`src/rtl/mpf_pkg.sv`:
```
package mpf_pkg;
  parameter int unsigned MPF_MIN_BITS  = 5;
  parameter int unsigned MPF_MAX_BITS  = 9;
  parameter int unsigned MPF_WIDE_CODE = 4;

  // Number of data bits for a size code: codes below the wide threshold
  // count up from the minimum, codes at or above it select the maximum.
  function automatic int unsigned char_bits(input int unsigned code);
    if (code >= MPF_WIDE_CODE) return MPF_MAX_BITS;
    return MPF_MIN_BITS + code;
  endfunction
endpackage

```
`src/rtl/mpf_mode_reg.sv`:
```
module mpf_mode_reg (
  input  logic clk,
  input  logic rst_n,
  input  logic set_i,
  input  logic clr_i,
  output logic mode_q
);
  logic mode_en;
  logic mode_d;

  always_comb begin
    mode_en = set_i | clr_i;
    mode_d  = set_i;          // set has priority over clear
  end

  always_ff @(posedge clk or negedge rst_n) begin
    if (!rst_n)       mode_q <= 1'b0;
    else if (mode_en) mode_q <= mode_d;
  end

  assert_set_wins_R6: assert property (@(posedge clk) disable iff (!rst_n)
    set_i |=> mode_q);
  assert_clr_only_R6: assert property (@(posedge clk) disable iff (!rst_n)
    (clr_i && !set_i) |=> !mode_q);
  assert_hold_R6: assert property (@(posedge clk) disable iff (!rst_n)
    (!set_i && !clr_i) |=> $stable(mode_q));
endmodule

```
`src/rtl/mpf_frame_decode.sv`:
```
module mpf_frame_decode #(
  parameter int unsigned DATA_W = 9,
  parameter int unsigned SZ_W   = 3
) (
  input  logic [DATA_W-1:0] raw_i,
  input  logic              stop1_i,
  input  logic [SZ_W-1:0]   size_i,
  output logic [DATA_W-1:0] masked_o,
  output logic              ftype_o
);
  localparam int unsigned MSB  = DATA_W - 1;
  localparam int unsigned CNTW = $clog2(DATA_W + 1);

  logic              wide;
  logic [CNTW-1:0]   nbits;
  logic [DATA_W-1:0] keep;

  always_comb begin
    wide  = (size_i >= SZ_W'(mpf_pkg::MPF_WIDE_CODE));
    nbits = CNTW'(mpf_pkg::char_bits(int'(size_i)));
  end

  for (genvar i = 0; i < DATA_W; i++) begin : g_keep
    assign keep[i] = (nbits > CNTW'(i));
  end

  always_comb begin
    masked_o = raw_i & keep;
    ftype_o  = wide ? raw_i[MSB] : stop1_i;
  end

  always_comb begin
    assert_mask_top_R8: assert (wide || !masked_o[MSB]);
  end
endmodule

```
`src/rtl/mpf_accept_gate.sv`:
```
module mpf_accept_gate (
  input  logic clk,
  input  logic rst_n,
  input  logic done_i,
  input  logic ftype_i,
  input  logic mode_i,
  input  logic fe_i,
  input  logic pe_i,
  output logic acc_o,
  output logic fe_o,
  output logic pe_o
);
  logic pass;

  always_comb begin
    pass  = ~mode_i | ftype_i;
    acc_o = done_i & pass;
    fe_o  = acc_o & fe_i;
    pe_o  = acc_o & pe_i;
  end

  assert_drop_data_R3: assert property (@(posedge clk) disable iff (!rst_n)
    (mode_i && !ftype_i) |-> !acc_o);
  assert_take_addr_R4: assert property (@(posedge clk) disable iff (!rst_n)
    (mode_i && ftype_i && done_i) |-> acc_o);
  assert_open_R5: assert property (@(posedge clk) disable iff (!rst_n)
    (!mode_i && done_i) |-> acc_o);
  assert_err_quiet_R9: assert property (@(posedge clk) disable iff (!rst_n)
    !acc_o |-> (!fe_o && !pe_o));
  assert_no_spurious_R10: assert property (@(posedge clk) disable iff (!rst_n)
    !done_i |-> !acc_o);
endmodule

```
`src/rtl/mpf_rx_gate.sv`:
```
module mpf_rx_gate #(
  parameter int unsigned DATA_W = 9,
  parameter int unsigned SZ_W   = 3
) (
  input  logic              clk,
  input  logic              rst_n,
  input  logic              chr_done,
  input  logic [DATA_W-1:0] chr_data,
  input  logic              stop1_bit,
  input  logic [SZ_W-1:0]   size_sel,
  input  logic              fe_in,
  input  logic              pe_in,
  input  logic              mode_set,
  input  logic              mode_clr,
  output logic              acc_stb,
  output logic [DATA_W-1:0] acc_data,
  output logic              acc_addr,
  output logic              acc_fe,
  output logic              acc_pe,
  output logic              mode_on
);
  localparam int unsigned MSB = DATA_W - 1;

  logic ftype;

  mpf_mode_reg u_mode (
    .clk    (clk),
    .rst_n  (rst_n),
    .set_i  (mode_set),
    .clr_i  (mode_clr),
    .mode_q (mode_on)
  );

  mpf_frame_decode #(.DATA_W(DATA_W), .SZ_W(SZ_W)) u_dec (
    .raw_i    (chr_data),
    .stop1_i  (stop1_bit),
    .size_i   (size_sel),
    .masked_o (acc_data),
    .ftype_o  (ftype)
  );

  mpf_accept_gate u_gate (
    .clk     (clk),
    .rst_n   (rst_n),
    .done_i  (chr_done),
    .ftype_i (ftype),
    .mode_i  (mode_on),
    .fe_i    (fe_in),
    .pe_i    (pe_in),
    .acc_o   (acc_stb),
    .fe_o    (acc_fe),
    .pe_o    (acc_pe)
  );

  assign acc_addr = ftype;

  assert_wide_type_R1: assert property (@(posedge clk) disable iff (!rst_n)
    (acc_stb && size_sel >= SZ_W'(mpf_pkg::MPF_WIDE_CODE)) |-> (acc_addr == chr_data[MSB]));
  assert_narrow_type_R2: assert property (@(posedge clk) disable iff (!rst_n)
    (acc_stb && size_sel < SZ_W'(mpf_pkg::MPF_WIDE_CODE)) |-> (acc_addr == stop1_bit));
  assert_min_mask_R8: assert property (@(posedge clk) disable iff (!rst_n)
    (size_sel == '0) |-> (acc_data[MSB:mpf_pkg::MPF_MIN_BITS] == '0));
endmodule

```
`config.mk`:
```
export PLATFORM = sky130hd
export DESIGN_NAME = mpf_rx_gate
export DESIGN_NICKNAME = d
export VERILOG_FILES = /design/src/rtl/mpf_pkg.sv /design/src/rtl/mpf_mode_reg.sv /design/src/rtl/mpf_frame_decode.sv /design/src/rtl/mpf_accept_gate.sv /design/src/rtl/mpf_rx_gate.sv
export SDC_FILE = /design/constraint.sdc
export NUM_CORES = 1
export LEC_CHECK = 0
export CAP_MARGIN = 30
export CORE_AREA = 2 2 39 41
export DETAILED_ROUTE_END_ITERATION = 16
export DIE_AREA = 0 0 41 43
export PLACE_DENSITY_LB_ADDON = 0.15
export RECOVER_POWER = 100
export SYNTH_ARGS = -nofsm -noshare
export SYNTH_HDL_FRONTEND = slang
export SYNTH_SLANG_ARGS = --single-unit
export TNS_END_PERCENT = 20
```
`constraint.sdc`:
```
create_clock -name clk -period 2.1 [get_ports clk]
set_input_delay 0.63 -clock clk [delete_from_list [all_inputs] [get_ports clk]]
set_output_delay 0.63 -clock clk [all_outputs]
set_load 0.05 [all_outputs]
```
==> impl_metrics.toml <==
[global_route]
antenna_found_initial = 0
overflow = 0
groute.usage.overall = 0.103
grt_pass1_vias = 336
grt_pass1_wl_um = 1380
grt_max_degree = 7

[power]
ir_worst_vdd_mv = 0.141
power.internal_uw = 157
p_clk_frac = 0
p_sw_uw = 122
p_sw_frac = 0.438
combinationalPowerShare = 0.923
seqPwrFrac = 0.077
powerDensity_nw_per_um2 = 320
p_leak_nw = 0.395

[finish]
multiInputGateArea_um2 = 302
antenna_cells = 0
regArea_um2 = 25.0
top_regs = "u_mode.mode_q x1"
n_fill_cell = 122
drive_gt1_frac = 0.675
finalNetCount = 101
stdcell_count = 93
top_register = "u_mode.mode_q"
area_growth_pct = 276
largest_reg_flops = 1

[run_status]
violations = "negative setup slack"
status = "finished with violations"

[worst_setup_path]
arrival_ns = 1.57
cp.required_ns = 1.47
critPathKind = "primary input to primary output"
worstPathMaxFanout = 3
critical_path.max_stage_delay_ns = 0.29
end_kind = "primary output"
r2r_slack_ns = 1.48
path_cells = "buf_6 -> mux2_4 -> or2_4 -> and3_4 -> buf_8"
path_buf_inv = 2
crit_family = "simple AND/OR/NAND/NOR gates"
start_kind = "primary input"
slowest_stage = "mux2_4"

[yosys]
synthTopCellsByCount = "inv_1, and2_1, nor2b_1, o21a_1"
synth_nets = 55
synth.avg_cell_area_um2 = 7.01
synth_seq_cells = 1
yosysMostFrequentCell = "inv_1"
netlist.area_leader.share = 0.108
synth-seq-area-share = 0.108
yosysWarnings = 0
postSynth.asyncResetShare = 1.00
synth_largest_area_cell = "and2_1"
synth_area_leaders = "and2_1, dfrtp_1, ha_1, inv_1, o21a_1"
syn_area_um2 = 231
synth_edf_count = 0
yosysUniqueCellTypes = 17
syn_inst = 33
synthFlopType = "dfrtp_1"

[floorplan]
ioPinCount = 34
die_width_um = 41
core_area_um2 = 1380
start_util = 0.167
die_h_um = 43
rows = 14
dieArea_um2 = 1760

[timing]
min_period_ns = 2.20
drv_slew = 0
setup_viol = 10
fin_crit_sh = 1.05
relSlewSlack = 0.862
finalClockSkew_ns = 0
grt_setup_unrepaired = "true"
tightest_slew_ns = 0.207
hold_viol_final = 0
max_freq_mhz = 454
setup_slack_ns = -0.100

[job]
cap_violations = 0

[clock_tree]
clk_pin_slew_ns = 0
insertion_delay_ns = 0

[placed_design]
post-dp-hpwl_um = 785
dp_slack_ns = -0.611
placedCellCount = 91
place_congestion = 0.762
port_buffers = 33

[hold_path]
hold_path.class = "flop to flop"

[detailed_routing]
wl_per_cell_um = 10.4
drt-vias-per-instance = 4.08
num_vias = 379
firstDrtPassIters = 1
drt_iter0_drc = 0
wirelength_um = 965
postRouteAntennaNets = 0
drc = 0
## power groups by stage
stage               sequential (mW)  combinational (mW)  clock, mW
finish                       0.0216               0.258          0
global route                 0.0218               0.270          0
CTS                          0.0216               0.246          0
detailed placement           0.0216               0.229          0
global placement             0.0216               0.227          0
floorplan                    0.0262               0.109          0
## worst register-to-register path, cell delays in order (launching register included)
cell and delay, ns:
dfrtp_1 0.35, inv_1 0.07, o21bai_1 0.07
## cell families (layout without fill, tap and decap cells)
logic type | Yosys count | in the layout | synth area share
AO/OA/AOI/OAI | 10 | 10 | 0.287
AND/OR/NAND/NOR | 13 | 13 | 0.335
multiplexers | 1 | 1 | 0.0648
adder cells (fa/ha/maj) | 2 | 2 | 0.108
flip-flops | 1 | 1 | 0.108
buffers and inverters | 6 | 50 | 0.0973
## layout by cell type, fill, tap and decap left out, drive strengths merged, types with 2 or more instances in the layout
master          n
inv             6
clkdlybuf4s50  12
and2            4
dlygate4sd3     2
o21a            3
and3            2
nor2b           3
ha              2
o21ai           2
a21oi           2
buf            30
## cell type report
cell class | count | area share
timing repair buffer | 44 | 0.570
multi-input combinational | 26 | 0.346
inverter | 6 | 0.0316
sequential | 1 | 0.0287
tap | 16 | 0.0230
## routing by layer
metal / global-route usage / vias up / part of all wire
li1: - / 198 / -
met1: 0.152 / 170 / 0.40
met2: 0.172 / 11 / 0.55
met3: 0 / 0 / 0.052
met4: 0 / 0 / 0
met5: 0 / - / 0
## timing repair
| item | CTS | global route |
|---|---|---|
| pin swaps | 7 | 3 |
| resized for setup | 41 | 10 |
| hold buffers | 0 | 0 |
| setup endpoints to repair | 13 | 12 |
| buffers inserted | 1 | 1 |
## through the flow
| stage | hold slack [ns] | utilization | setup TNS (ns) | area, um^2 | power, mW |
|---|---|---|---|---|---|
| after floorplan | 0.334 | - | -0.320 | 299 | 0.135 |
| after global placement | 0.533 | 0.556 | -6.50 | 769 | 0.249 |
| after detailed placement | 0.539 | 0.556 | -6.69 | 769 | 0.250 |
| after CTS | 0.545 | 0.594 | -0.974 | 822 | 0.268 |
| after global routing | 0.573 | 0.629 | -0.910 | 871 | 0.291 |
| final | 0.538 | 0.629 | -0.563 | 871 | 0.279 |
## final timing paths
kind                                                start                        end  cells past startpoint
worst max-delay path                          size_sel[2]                     acc_pe                      5
worst min-delay path            u_mode.mode_q$_DFFE_PN0P_  u_mode.mode_q$_DFFE_PN0P_                      2
worst max register to register  u_mode.mode_q$_DFFE_PN0P_  u_mode.mode_q$_DFFE_PN0P_                      2
worst min register to register  u_mode.mode_q$_DFFE_PN0P_  u_mode.mode_q$_DFFE_PN0P_                      2
max in group asynchronous                           rst_n  u_mode.mode_q$_DFFE_PN0P_                      1
min in group asynchronous                           rst_n  u_mode.mode_q$_DFFE_PN0P_                      1
(Power assumes the default switching activity.)
